[config.mk]
export PLATFORM = sky130hd
export DESIGN_NAME = lazy_cc_eval
export DESIGN_NICKNAME = d
export VERILOG_FILES = /design/src/rtl/lazy_cc_pkg.sv /design/src/rtl/lazy_cc_subflags.sv /design/src/rtl/lazy_cc_ctrl.sv /design/src/rtl/lazy_cc_dpath.sv /design/src/rtl/lazy_cc_eval.sv
export SDC_FILE = /design/constraint.sdc
export NUM_CORES = 1
export LEC_CHECK = 0
export BUFFER_PORTS_ARGS = -buffer_cell sky130_fd_sc_hd__buf_2
export CORE_AREA = 2 2 150 152
export DETAILED_ROUTE_END_ITERATION = 8
export DIE_AREA = 0 0 152 154
export PLACE_DENSITY = 0.74
export SETUP_SLACK_MARGIN = 0.5
export SLEW_MARGIN = 10
export SYNTH_ARGS = -nofsm -noshare
export SYNTH_HDL_FRONTEND = slang
export SYNTH_SLANG_ARGS = --single-unit
[constraint.sdc]
create_clock -name clk -period 13.6 [get_ports clk]
set_input_delay 2.04 -clock clk [delete_from_list [all_inputs] [get_ports clk]]
set_output_delay 2.04 -clock clk [all_outputs]
set_load 0.01 [all_outputs]
[src/rtl/lazy_cc_pkg.sv]
package lazy_cc_pkg;

  localparam int OP_W   = 4;
  localparam int FLAG_C = 0;
  localparam int FLAG_V = 1;
  localparam int FLAG_Z = 2;
  localparam int FLAG_N = 3;
  localparam int FLAG_CNT = 4;

  typedef enum logic [OP_W-1:0] {
    OP_PASS  = 4'd0,
    OP_LOGIC = 4'd1,
    OP_ADD   = 4'd2,
    OP_SUB   = 4'd3,
    OP_CMPB  = 4'd4,
    OP_CMPW  = 4'd5,
    OP_ADDX  = 4'd6,
    OP_SUBX  = 4'd7,
    OP_SHL   = 4'd8,
    OP_SHR   = 4'd9,
    OP_SAR   = 4'd10
  } ccOpE;

  // formula family chosen by the control
  typedef enum logic [3:0] {
    FAM_PASS,
    FAM_LOGIC,
    FAM_ADD,
    FAM_SUB,
    FAM_ADDX,
    FAM_SUBX,
    FAM_SHL,
    FAM_SHR,
    FAM_SAR
  } famE;

  // operand width used by the subtract-style rule
  typedef enum logic [1:0] {
    SEL_BYTE = 2'd0,
    SEL_WORD = 2'd1,
    SEL_FULL = 2'd2
  } widthE;

  typedef struct packed {
    logic  load;
    logic  clear;
    famE   fam;
    widthE width;
  } ctrlStrobeT;

endpackage

[src/rtl/lazy_cc_subflags.sv]
// Subtract-style flag rule evaluated at a fixed operand width.
module lazy_cc_subflags #(
  parameter int W      = 8,
  parameter int DATA_W = 32
) (
  input  logic [DATA_W-1:0] dIn,
  input  logic [DATA_W-1:0] sIn,
  output logic              cOut,
  output logic              vOut,
  output logic              nOut,
  output logic              zOut
);

  logic [W-1:0] dNarrow;
  logic [W-1:0] sNarrow;
  logic [W-1:0] sumNarrow;
  logic [W-1:0] ovfVec;

  always_comb begin
    dNarrow   = dIn[W-1:0];
    sNarrow   = sIn[W-1:0];
    sumNarrow = dNarrow + sNarrow;
    ovfVec    = (sumNarrow ^ dNarrow) & (sumNarrow ^ sNarrow);
    cOut      = sumNarrow < sNarrow;
    vOut      = ovfVec[W-1];
    zOut      = (dNarrow == '0);
    nOut      = !zOut && dNarrow[W-1];
  end

  // the high part of the inputs is deliberately ignored
  if (W < DATA_W) begin : g_unused
    logic unusedHigh;
    assign unusedHigh = ^{dIn[DATA_W-1:W], sIn[DATA_W-1:W]};
  end

endmodule

[src/rtl/lazy_cc_ctrl.sv]
// Decodes the saved operation code and times the result strobes.
module lazy_cc_ctrl
  import lazy_cc_pkg::*;
(
  input  logic            clk,
  input  logic            rstN,
  input  logic            start,
  input  logic [OP_W-1:0] opCode,
  output ctrlStrobeT      strobe,
  output logic            done,
  output logic            illegalOp,
  output logic            collapsed
);

  logic  legal;
  famE   famSel;
  widthE widthSel;

  always_comb begin
    legal    = 1'b1;
    famSel   = FAM_PASS;
    widthSel = SEL_FULL;
    case (opCode)
      OP_PASS:  famSel = FAM_PASS;
      OP_LOGIC: famSel = FAM_LOGIC;
      OP_ADD:   famSel = FAM_ADD;
      OP_SUB:   famSel = FAM_SUB;
      OP_CMPB: begin
        famSel   = FAM_SUB;
        widthSel = SEL_BYTE;
      end
      OP_CMPW: begin
        famSel   = FAM_SUB;
        widthSel = SEL_WORD;
      end
      OP_ADDX:  famSel = FAM_ADDX;
      OP_SUBX:  famSel = FAM_SUBX;
      OP_SHL:   famSel = FAM_SHL;
      OP_SHR:   famSel = FAM_SHR;
      OP_SAR:   famSel = FAM_SAR;
      default:  legal = 1'b0;
    endcase
  end

  always_comb begin
    strobe.load  = start && legal;
    strobe.clear = start && !legal;
    strobe.fam   = famSel;
    strobe.width = widthSel;
  end

  always_ff @(posedge clk) begin
    if (!rstN) begin
      done      <= 1'b0;
      illegalOp <= 1'b0;
      collapsed <= 1'b0;
    end else begin
      done      <= start;
      illegalOp <= start && !legal;
      collapsed <= start && legal;
    end
  end

endmodule

[src/rtl/lazy_cc_dpath.sv]
// Rebuilds the flags from the saved result and source and registers them.
module lazy_cc_dpath
  import lazy_cc_pkg::*;
#(
  parameter int DATA_W = 32
) (
  input  logic              clk,
  input  logic              rstN,
  input  ctrlStrobeT        strobe,
  input  logic [DATA_W-1:0] srcVal,
  input  logic [DATA_W-1:0] destVal,
  output logic [DATA_W-1:0] flagWord
);

  localparam int SHAMT_W = $clog2(DATA_W);
  localparam int N_WIDTHS = 3;
  localparam logic [DATA_W-1:0]  DW_FULL  = DATA_W;
  localparam logic [SHAMT_W:0]   DW_SHORT = (SHAMT_W+1)'(DATA_W);
  localparam logic [SHAMT_W:0]   ONE_SHORT = (SHAMT_W+1)'(1);

  // subtract-rule units, one per operand width
  logic [N_WIDTHS-1:0] subC;
  logic [N_WIDTHS-1:0] subV;
  logic [N_WIDTHS-1:0] subN;
  logic [N_WIDTHS-1:0] subZ;

  for (genvar g = 0; g < N_WIDTHS; g++) begin : g_width
    localparam int GW = (g == 0) ? 8 : (g == 1) ? 16 : DATA_W;
    lazy_cc_subflags #(.W(GW), .DATA_W(DATA_W)) u_sub (
      .dIn (destVal),
      .sIn (srcVal),
      .cOut(subC[g]),
      .vOut(subV[g]),
      .nOut(subN[g]),
      .zOut(subZ[g])
    );
  end

  // full-width result sign/zero, shared by the dest-based families
  logic fullN;
  logic fullZ;
  assign fullN = subN[SEL_FULL];
  assign fullZ = subZ[SEL_FULL];

  // add and extend forms
  logic [DATA_W-1:0] addDiff;
  logic [DATA_W-1:0] addxDiff;
  logic [DATA_W-1:0] subxSum;
  logic              addV;
  logic              addxV;
  logic              subxV;
  logic [DATA_W-1:0] addVec;
  logic [DATA_W-1:0] addxVec;
  logic [DATA_W-1:0] subxVec;

  always_comb begin
    addDiff  = destVal - srcVal;
    addxDiff = destVal - srcVal - DATA_W'(1);
    subxSum  = destVal + srcVal + DATA_W'(1);
    addVec   = (srcVal ^ destVal) & ~(addDiff ^ srcVal);
    addxVec  = (srcVal ^ destVal) & ~(addxDiff ^ srcVal);
    subxVec  = (subxSum ^ destVal) & (subxSum ^ srcVal);
    addV     = addVec[DATA_W-1];
    addxV    = addxVec[DATA_W-1];
    subxV    = subxVec[DATA_W-1];
  end

  // shifts
  logic               cntBig;
  logic               cntCarry;
  logic [SHAMT_W:0]   cntShort;
  logic [SHAMT_W-1:0] shlBit;
  logic [SHAMT_W-1:0] shrBit;
  logic [DATA_W-1:0]  shlVal;
  logic [DATA_W-1:0]  shrVal;
  logic [DATA_W-1:0]  sarVal;
  logic               shlC;
  logic               shrC;

  always_comb begin
    cntBig   = srcVal >= DW_FULL;
    cntCarry = (srcVal != '0) && (srcVal <= DW_FULL);
    cntShort = srcVal[SHAMT_W:0];
    shlBit   = SHAMT_W'(DW_SHORT - cntShort);
    shrBit   = SHAMT_W'(cntShort - ONE_SHORT);
    shlVal   = cntBig ? '0 : destVal << cntShort[SHAMT_W-1:0];
    shrVal   = cntBig ? '0 : destVal >> cntShort[SHAMT_W-1:0];
    sarVal   = cntBig ? '1 : DATA_W'($signed(destVal) >>> cntShort[SHAMT_W-1:0]);
    shlC     = cntCarry && destVal[shlBit];
    shrC     = cntCarry && destVal[shrBit];
  end

  function automatic logic [1:0] signZero(input logic [DATA_W-1:0] v);
    logic z;
    z = (v == '0);
    return {!z && v[DATA_W-1], z};
  endfunction

  logic [1:0]          shlNz;
  logic [1:0]          shrNz;
  logic [1:0]          sarNz;
  logic [FLAG_CNT-1:0] nib;
  logic [DATA_W-1:0]   nextFlags;

  always_comb begin
    shlNz = signZero(shlVal);
    shrNz = signZero(shrVal);
    sarNz = signZero(sarVal);
    nib   = '0;
    case (strobe.fam)
      FAM_LOGIC: begin
        nib[FLAG_N] = fullN;
        nib[FLAG_Z] = fullZ;
      end
      FAM_ADD: begin
        nib[FLAG_N] = fullN;
        nib[FLAG_Z] = fullZ;
        nib[FLAG_C] = destVal < srcVal;
        nib[FLAG_V] = addV;
      end
      FAM_SUB: begin
        nib[FLAG_N] = subN[strobe.width];
        nib[FLAG_Z] = subZ[strobe.width];
        nib[FLAG_C] = subC[strobe.width];
        nib[FLAG_V] = subV[strobe.width];
      end
      FAM_ADDX: begin
        nib[FLAG_N] = fullN;
        nib[FLAG_Z] = fullZ;
        nib[FLAG_C] = destVal <= srcVal;
        nib[FLAG_V] = addxV;
      end
      FAM_SUBX: begin
        nib[FLAG_N] = fullN;
        nib[FLAG_Z] = fullZ;
        nib[FLAG_C] = subxSum <= srcVal;
        nib[FLAG_V] = subxV;
      end
      FAM_SHL: begin
        {nib[FLAG_N], nib[FLAG_Z]} = shlNz;
        nib[FLAG_C] = shlC;
      end
      FAM_SHR: begin
        {nib[FLAG_N], nib[FLAG_Z]} = shrNz;
        nib[FLAG_C] = shrC;
      end
      FAM_SAR: begin
        {nib[FLAG_N], nib[FLAG_Z]} = sarNz;
        nib[FLAG_C] = shrC;
      end
      default: nib = '0;
    endcase
    nextFlags = (strobe.fam == FAM_PASS) ? destVal : DATA_W'(nib);
  end

  always_ff @(posedge clk) begin
    if (!rstN) begin
      flagWord <= '0;
    end else if (strobe.clear) begin
      flagWord <= '0;
    end else if (strobe.load) begin
      flagWord <= nextFlags;
    end
  end

endmodule

[src/rtl/lazy_cc_eval.sv]
module lazy_cc_eval
  import lazy_cc_pkg::*;
#(
  parameter int DATA_W = 32
) (
  input  logic              clk,
  input  logic              rstN,
  input  logic              start,
  input  logic [OP_W-1:0]   opCode,
  input  logic [DATA_W-1:0] srcVal,
  input  logic [DATA_W-1:0] destVal,
  output logic [DATA_W-1:0] flagWord,
  output logic              done,
  output logic              illegalOp,
  output logic              collapsed
);

  ctrlStrobeT strobe;

  lazy_cc_ctrl u_ctrl (
    .clk      (clk),
    .rstN     (rstN),
    .start    (start),
    .opCode   (opCode),
    .strobe   (strobe),
    .done     (done),
    .illegalOp(illegalOp),
    .collapsed(collapsed)
  );

  lazy_cc_dpath #(.DATA_W(DATA_W)) u_dpath (
    .clk     (clk),
    .rstN    (rstN),
    .strobe  (strobe),
    .srcVal  (srcVal),
    .destVal (destVal),
    .flagWord(flagWord)
  );

endmodule

* After elaboration in Yosys (flattened, before gate mapping)
Cells that the tools add are included.
** Storage, ports and cells
- Register bits :: 35
- Output and inout bits :: 35
** Operators by class
- Add/subtract/negate cells :: 8
- $lt $le $gt $ge :: 11
- Equality and inequality tests :: 18
- Shift-type cells :: 3
- Multiplexer cells :: 22
- Bitwise operators :: 20
- Reduce and logical (&&, ||, !) cells :: 32
** Operators with widths (count)
- $xor 32x32->32 :: 7
- $and 32x32->32 :: 4
- $logic_not 32->1 :: 4
- $mux 32 :: 4
- $le 32x32->1 :: 2
- $lt 32x32->1 :: 2
- $not 32->32 :: 2
- $add 32x1->32 const B :: 1
- $add 32x32->32 :: 1
- $eq 4x3->1 const B :: 8
- $ge 32x6->1 const B :: 1
- $le 32x6->1 const B :: 1
- $pmux 4 s8 :: 1
- $reduce_bool 32->1 :: 1
- $shl 32x5->32 :: 1
- $shr 32x5->32 :: 1
- $sshr 32x5->32 :: 1
- $sub 32x1->32 const B :: 1
- $sub 32x32->32 :: 1
- $xor 16x16->16 :: 2
- $add 16x16->16 :: 1
- $and 16x16->16 :: 1
- $eq 4x2->1 const B :: 4
- $eq 4x4->1 const B :: 4
- 27 further kinds :: 58

* Longest topological paths before layout
Gate-level depths: netlist (run 1).
- Word-level depth :: 7
- Depth in mapped cells :: 26
- Gate-level depth less buffers :: 24

* By module
A second synthesis (run 1) with hierarchy kept.
** Unflattened totals
- Cell total of the unflattened synthesis :: 1788
- Area total of the unflattened synthesis :: 13003.7 µm²
** Modules (own cells, without submodules)
- lazy_cc_dpath :: instances 1, cells an instance 1178, area an instance 8564.5 µm²
- lazy_cc_subflags (u_dpath.g_width[2].u_sub) :: instances 1, cells an instance 356, area an instance 2556.2 µm²
- lazy_cc_subflags (u_dpath.g_width[1].u_sub) :: instances 1, cells an instance 173, area an instance 1252.5 µm²
- lazy_cc_subflags (u_dpath.g_width[0].u_sub) :: instances 1, cells an instance 57, area an instance 445.4 µm²
- lazy_cc_ctrl :: instances 1, cells an instance 24, area an instance 185.2 µm²

* Least setup slack after synthesis (run 1)
OpenSTA, ideal clock, no wires.
- Path kind :: input port to flip-flop
- Start point :: in srcVal[1]
- End point :: reg u_dpath.flagWord[0]
- Setup time :: 0.081 ns
- Arrival :: 6.788 ns
- Data required time :: 13.519 ns
- Setup slack :: 6.732 ns
- Stages on the path :: 25
- Buffers on the path :: 2
- Path through :: buf_2 inv_1 clkbuf_1 ha_1 nand2b_1 a2111o_1 a31oi_1 xnor2_1 and3_4 or4b_4 nor4_4 and2_1 nand2_1 xnor2_1 ha_1 a21o_1 a21o_1 a21oi_1 nor2b_1 o21ai_0 nand2b_1 a21oi_1 or3_1 nand4_1 a41oi_1
** On the way
- Cells in the longest elaborated chain, start to end :: 6
- Elaborated cells between the ends (all ways) :: 25
- Classes of those cells :: 6 x add/sub; 7 x order compare; 8 x mux; 4 x reduce/logical
** RTL lines
- start, declared :: line lazy_cc_eval.sv:10 : input logic [DATA_W-1:0] srcVal,
- parallel branches: the longest is 4 deep, another holds $add 32x32->32
- $pmux 1 s6 (*) :: line lazy_cc_dpath.sv:110 : case (strobe.fam)
- $mux 32 (*) :: line lazy_cc_dpath.sv:153 : nextFlags = (strobe.fam == FAM_PASS) ? destVal : DATA_W'(nib);
- end signal, assigned :: line lazy_cc_dpath.sv:162 : flagWord <= nextFlags;
- end, declared :: line lazy_cc_dpath.sv:12 : output logic [DATA_W-1:0] flagWord
Every way passes the cells marked *. The select of a mux whose other input is x is not followed.
A chain may end at the register's enable or synchronous reset.

* Worst setup path in the final report (run 1)
- Start point :: in srcVal[2]
- End point :: reg u_dpath.flagWord[0]
The elaborated chain is that of the path after synthesis.

==> impl_metrics.env, run 1 <==
export IMPL_p_switching_uw=388
export IMPL_ys_flop_type="dfxtp_1"
export IMPL_synth_seq_area_share_pct=6.56
export IMPL_path_cells="buf_2 > clkinv_1 > ha_1 > nand2b_1 > a221oi_4 > o21a_1 > a211oi_1 > a21oi_1 > xnor2_1 > nand4bb_1 > nor3_2 > and3_1 > nand2_1 > xnor2_1 > ha_1 > nand4_1 > nor4_1 > a221oi_1 > nand3_1 > a21oi_1 > a41oi_1"
export IMPL_viasPerCell=6.76
export IMPL_row_count=54
export IMPL_async_flop_share_pct=0
export IMPL_grtUsageTotal_pct=32.5
export IMPL_cp_max_fo=43
export IMPL_cp_data_arrival_time_ps=8510
export IMPL_combPwrFrac_pct=71.3
export IMPL_die_y_um=154
export IMPL_cts_resized=0
export IMPL_slew_viol_final=0
export IMPL_setup_ws_ps=5290
export IMPL_rsz0062_at_grt="no"
export IMPL_min_period_ps=8310
export IMPL_core_area_um2=21700
export IMPL_synth_edf_count=0
export IMPL_dieArea_um2=23400
export IMPL_synth_area_top_cells="ha_1 15%, mux4_2 8.6%, dfxtp_1 6.6%, a21oi_1 5.9%, xnor2_1 4.8%"
export IMPL_drt_iter0_drc=1282
export IMPL_hold_ws_ps=451
export IMPL_cp_buffers_inverters=2
export IMPL_grt_pass1_vias=11107
export IMPL_skew_ps=0
export IMPL_synth_top_cell_area_share_pct=15.0
export IMPL_cp_start_kind="input port"
export IMPL_relSlewSlack_pct=31.7
export IMPL_cp_end_kind="flop"
export IMPL_syn_instance_count=1445
export IMPL_crit_family="simple AND/OR/NAND/NOR gates"
export IMPL_drive_above_1_share_pct=14.5
export IMPL_outcome="completed"
export IMPL_ant_nets=0
export IMPL_fin_util_pct=52.3
export IMPL_dp_hpwl_um=31000
export IMPL_hold_viol=0
export IMPL_yosys_area_top_type="ha_1"
export IMPL_cts_buffers=5
export IMPL_start_util_pct=49.2
export IMPL_swShare_pct=50.4
export IMPL_synth_nets=1646
export IMPL_cts_tree="done"
export IMPL_die_x_um=152
export IMPL_slowest_delay_ps=780
export IMPL_min_period_over_period_pct=61.1
export IMPL_avgSynthCellArea_um2=7.39
export IMPL_ys_types=102
export IMPL_nNetsFinal=1666
export IMPL_synthesis_area_um2=10700
export IMPL_grt_max_degree=75
export IMPL_htreeDepth=2
export IMPL_wirelength_um=39800
export IMPL_place_ws_ps=5200
export IMPL_cts_hold_buf=0
export IMPL_setup_tns_ps=0
export IMPL_drc_errors=0
export IMPL_seqPwrFrac_pct=13.7
export IMPL_cts_max_path_buffers=2
export IMPL_clock_sinks=35
export IMPL_tightest_slew_ps=1020
export IMPL_max_freq_mhz=120
export IMPL_via_count=11802
export IMPL_overflow=0
export IMPL_max_cap_violations=0
export IMPL_hp_class="flop to flop"
export IMPL_antenna_cells=0
export IMPL_insertion_delay_ps=280
export IMPL_power_density_nw_per_um2=67.9
export IMPL_p_leak_nw=4.72
export IMPL_ys_ff_latch=35
export IMPL_vdd_drop_max_v=0.000111
export IMPL_synth_warning_count=0
export IMPL_root_buffer="clkbuf_16"
export IMPL_post_drt_wl_per_cell_um=22.8
export IMPL_critical_path_slowest_cell="clkinv_1"
export IMPL_gp_congestion=1.05
export IMPL_critPathRequiredTime_ps=13810
export IMPL_n_fill_cell=2124
export IMPL_p_int_uw=382
export IMPL_antenna_found_initial=0
export IMPL_criticalPathCategory="input port to flop"
export IMPL_numPortBuffers=105
export IMPL_setup_viol=0
export IMPL_io_pins=106
export IMPL_drt_pass1_iter_count=6
export IMPL_grt_pass1_wl_um=62000
export IMPL_clkTransAtPathRegs_ps=60
export IMPL_post_cts_buffers=0
export IMPL_clkPwrFrac_pct=15.0
export IMPL_syn2layout_area_growth_pct=6.16
path summary, 6_finish.rpt:
path                                                         from                                end  slack, ps  cells after the start
worst max-delay path                                    srcVal[2]   u_dpath.flagWord[0]$_SDFFE_PP0P_       5290                     21
worst min-delay path            u_dpath.flagWord[10]$_SDFFE_PP0P_  u_dpath.flagWord[10]$_SDFFE_PP0P_        450                      2
worst max register to register   u_dpath.flagWord[1]$_SDFFE_PP0P_   u_dpath.flagWord[1]$_SDFFE_PP0P_      12340                      6
worst min register to register  u_dpath.flagWord[10]$_SDFFE_PP0P_  u_dpath.flagWord[10]$_SDFFE_PP0P_        450                      2
routing by layer:
layer / global-route usage, % / vias up / routed length (um)
li1: - / 5431 / -
met1: 44.6 / 5586 / 16700
met2: 52.5 / 670 / 17500
met3: 5.33 / 115 / 4190
met4: 9.97 / 0 / 1440
met5: 0 / - / 0
per-stage QoR:
| step | cells | power, mW | instance area [um^2] |
|---|---|---|---|
| 2_1_floorplan | 1445 | 0.500 | 10700 |
| 3_3_place_gp | 1738 | 0.633 | 11200 |
| 3_5_place_dp | 1738 | 0.638 | 11200 |
| 4_1_cts | 1746 | 0.756 | 11300 |
| 5_1_grt | 1746 | 0.824 | 11300 |
| 6_report | 1746 | 0.770 | 11300 |
area by class of cell:
type / count / area, um^2 / share of cell area (%)
clock buffer: 5 / 125 / 1.10
timing repair buffer: 109 / 558 / 4.92
tap: 280 / 350 / 3.09
clock inverter: 3 / 23.8 / 0.210
inverter: 90 / 338 / 2.98
multi-input combinational: 1224 / 9240 / 81.5
sequential: 35 / 701 / 6.18
sequential cells by signal, summed over array words and instances (netlist names):
signal            cells
u_ctrl.collapsed      1
u_ctrl.done           1
u_ctrl.illegalOp      1
u_dpath.flagWord     32
synthesized netlist by cell type, types with 11 or more instances:
library cell	number
nor2_1	129
ha_1	128
a21oi_1	125
nand2_1	91
inv_1	85
o21ai_0	69
clkbuf_1	65
xnor2_1	58
nand3_1	46
nor3_1	44
mux4_2	41
nor2b_1	40
a21o_1	35
dfxtp_1	35
nor4_1	34
mux2i_1	28
nand4_1	25
buf_2	23
nand2b_1	21
o211ai_1	20
a31oi_1	18
o21a_1	17
a2111oi_0	16
a211oi_1	16
and3_1	14
o31ai_1	13
o21bai_1	12
a22oi_1	11
and2_1	11
xor2_1	11
kinds of logic after synthesis:
group	count (synthesis)	synth area share [%]
AO/OA/AOI/OAI	421	26.5
XOR/XNOR	73	6.37
AND/OR/NAND/NOR	521	25.9
adder cells (fa/ha/maj)	130	15.4
multiplexers	79	12.3
flip-flops	35	6.56
buffers and inverters	186	6.96
worst min-delay path: cells and delay by family, from the launching register on:
family,cells,cell delay (ps)
flip-flops,1,300
AND/OR/NAND/NOR,1,50
AO/OA/AOI/OAI,1,50
placed cells by master, fill, tap and decap left out, types with 6 or more instances in the layout:
| master | count |
|---|---|
| nor2_1 | 129 |
| ha_1 | 128 |
| a21oi_1 | 125 |
| buf_2 | 104 |
| nand2_1 | 91 |
| inv_1 | 85 |
| o21ai_0 | 68 |
| xnor2_1 | 58 |
| nand3_1 | 46 |
| nor3_1 | 44 |
| mux4_2 | 41 |
| nor2b_1 | 40 |
| a21o_1 | 35 |
| dfxtp_1 | 35 |
| nor4_1 | 33 |
| mux2i_1 | 28 |
| nand4_1 | 25 |
| nand2b_1 | 21 |
| o211ai_1 | 20 |
| a31oi_1 | 18 |
| o21a_1 | 17 |
| a211oi_1 | 16 |
| a2111oi_0 | 16 |
| and3_1 | 14 |
| o31ai_1 | 13 |
| o21bai_1 | 12 |
| a22oi_1 | 11 |
| and2_1 | 11 |
| xor2_1 | 11 |
| or3_1 | 10 |
| mux2_2 | 10 |
| or2_2 | 9 |
| o2111ai_1 | 6 |
power groups by stage:
| stage | clock network (mW) | logic [mW] | registers, mW |
|---|---|---|---|
| after global placement | 0 | 0.526 | 0.107 |
| after floorplan | 0 | 0.392 | 0.108 |
| final | 0.116 | 0.549 | 0.105 |
| after global routing | 0.120 | 0.598 | 0.105 |
| after CTS | 0.116 | 0.534 | 0.105 |
| after detailed placement | 0 | 0.530 | 0.107 |
Note: power is estimated with default switching activity, not from simulation.
==> inputs of run 2 (changes only) <==
- clock period: 13.6 -> 8.3 ns (I/O delays scaled with it)
==> impl_metrics.env, run 2 (synthesized netlist as in run 1, its figures left out) <==
export IMPL_final_cell_mix="129 x nor2_1, 128 x ha_1, 125 x a21oi_1, 104 x buf_2, 91 x nand2_1"
export IMPL_drive_above_1_share_pct=14.6
export IMPL_clock_sinks=35
export IMPL_cts_buffers=5
export IMPL_cp_data_arrival_time_ps=6940
export IMPL_post_drt_wl_per_cell_um=22.5
export IMPL_die_y_um=154
export IMPL_critical_path_slowest_cell="ha_1"
export IMPL_drc_errors=0
export IMPL_power_mw=1.26
export IMPL_core_area_um2=21700
export IMPL_path_cells="buf_2 > clkinv_1 > ha_1 > nor2b_1 > o21ai_4 > a31oi_4 > o31ai_1 > a21oi_1 > xnor2_1 > nand4bb_1 > nor3_2 > nand3b_4 > nand2b_1 > xnor2_1 > ha_1 > nand4_1 > nor4_1 > a221oi_1 > nand3_1 > a21oi_1 > a41oi_1"
export IMPL_cts_hold_buf=0
export IMPL_dp_hpwl_um=30600
export IMPL_via_count=11865
export IMPL_tightest_slew_ps=991
export IMPL_max_cap_violations=0
export IMPL_setup_viol=0
export IMPL_root_buffer="clkbuf_16"
export IMPL_drt_iter0_drc=1392
export IMPL_p_leak_nw=4.74
export IMPL_gp_congestion=1.04
export IMPL_setup_tns_ps=0
export IMPL_min_period_ps=6740
export IMPL_antenna_cells=0
export IMPL_final_common_cell="nor2_1"
export IMPL_min_period_over_period_pct=81.2
export IMPL_criticalPathCategory="input port to flop"
export IMPL_outcome="completed"
export IMPL_numPortBuffers=105
export IMPL_cts_resized=0
export IMPL_cp_start_kind="input port"
export IMPL_row_count=54
export IMPL_antenna_found_initial=0
export IMPL_vdd_drop_max_v=0.000128
export IMPL_nNetsFinal=1670
export IMPL_dieArea_um2=23400
export IMPL_top_register="u_dpath.flagWord"
export IMPL_grt_max_degree=76
export IMPL_die_x_um=152
export IMPL_critPathRequiredTime_ps=8500
export IMPL_relSlewSlack_pct=33.5
export IMPL_ant_nets=0
export IMPL_grtUsageTotal_pct=32.0
export IMPL_io_pins=106
export IMPL_drt_pass1_iter_count=6
export IMPL_grt_pass1_vias=11120
export IMPL_overflow=0
export IMPL_htreeDepth=2
export IMPL_insertion_delay_ps=280
export IMPL_cts_tree="done"
export IMPL_slew_viol_final=0
export IMPL_grt_pass1_wl_um=61000
export IMPL_viasPerCell=6.78
export IMPL_clkTransAtPathRegs_ps=50
export IMPL_cp_max_fo=15
export IMPL_wirelength_um=39300
export IMPL_start_util_pct=49.2
export IMPL_slowest_delay_ps=740
export IMPL_hp_class="flop to flop"
export IMPL_n_fill_cell=2124
export IMPL_cts_max_path_buffers=2
export IMPL_post_cts_buffers=0
export IMPL_max_freq_mhz=148
export IMPL_cp_end_kind="flop"
export IMPL_skew_ps=0
export IMPL_rsz0062_at_grt="no"
export IMPL_syn2layout_area_growth_pct=6.40
export IMPL_largest_reg_flops=32
export IMPL_hold_viol=0
export IMPL_power_density_nw_per_um2=111
## run 2: cell types whose count changed in the layout (fill, tap and decap cells not counted), sizes merged
cell | previous run | this run
clkbuf | 5 | 6
clkinvlp | 2 | 0
inv | 87 | 86
buf | 109 | 113
clkinv | 4 | 5
## run 2: cell type report
cell class | instances | area (um^2) | area share (%)
clock buffer | 6 | 139 | 1.22
clock inverter | 1 | 5.00 | 0.0440
inverter | 90 | 338 | 2.97
multi-input combinational | 1224 | 9240 | 81.3
sequential | 35 | 701 | 6.17
tap | 280 | 350 | 3.08
timing repair buffer | 113 | 588 | 5.18
## run 2: critical path: cells and delay by family
family	cells	cell delay [ps]
and+or+nand+nor	8	1740
AOI/OAI and AO/OA	7	1580
adders and majority gates	2	1050
buffers and inverters	2	670
xor gates and xnor gates	2	660
## run 2: report_power, final
part           internal, mW  switching [mW]  total [mW]  leakage, nW
sequential            0.171         0.00140       0.172        0.283
clock                 0.117          0.0660       0.183       0.0727
combinational         0.344           0.558       0.902         4.39
total                 0.632           0.626        1.26         4.74
## run 2: final timing paths
| check | startpoint | to | slack [ps] | depth (start not counted) |
|---|---|---|---|---|
| worst max-delay path | srcVal[3] | u_dpath.flagWord[0]$_SDFFE_PP0P_ | 1560 | 21 |
| worst min-delay path | u_dpath.flagWord[26]$_SDFFE_PP0P_ | u_dpath.flagWord[26]$_SDFFE_PP0P_ | 450 | 2 |
| worst max register to register | u_dpath.flagWord[1]$_SDFFE_PP0P_ | u_dpath.flagWord[1]$_SDFFE_PP0P_ | 7070 | 6 |
| worst min register to register | u_dpath.flagWord[26]$_SDFFE_PP0P_ | u_dpath.flagWord[26]$_SDFFE_PP0P_ | 450 | 2 |
## run 2: metal layers
layer,part of all wire [%],vias up,global-route usage [%]
li1,-,5447,-
met1,41,5554,43.4
met2,43,722,50.3
met3,11,142,5.44
met4,4.7,0,13.5
met5,0,-,0
## run 2: through the flow
stage	area [um^2]	hold WS [ps]	instances	util, %	setup slack (ps)
CTS	11400	450	1749	52.4	1690
finish	11400	447	1749	52.4	1560
detailed placement	11200	443	1742	51.7	1450
global route	11400	464	1749	52.4	934
global placement	11200	439	1742	51.7	1590
floorplan	10700	476	1445	-	2230
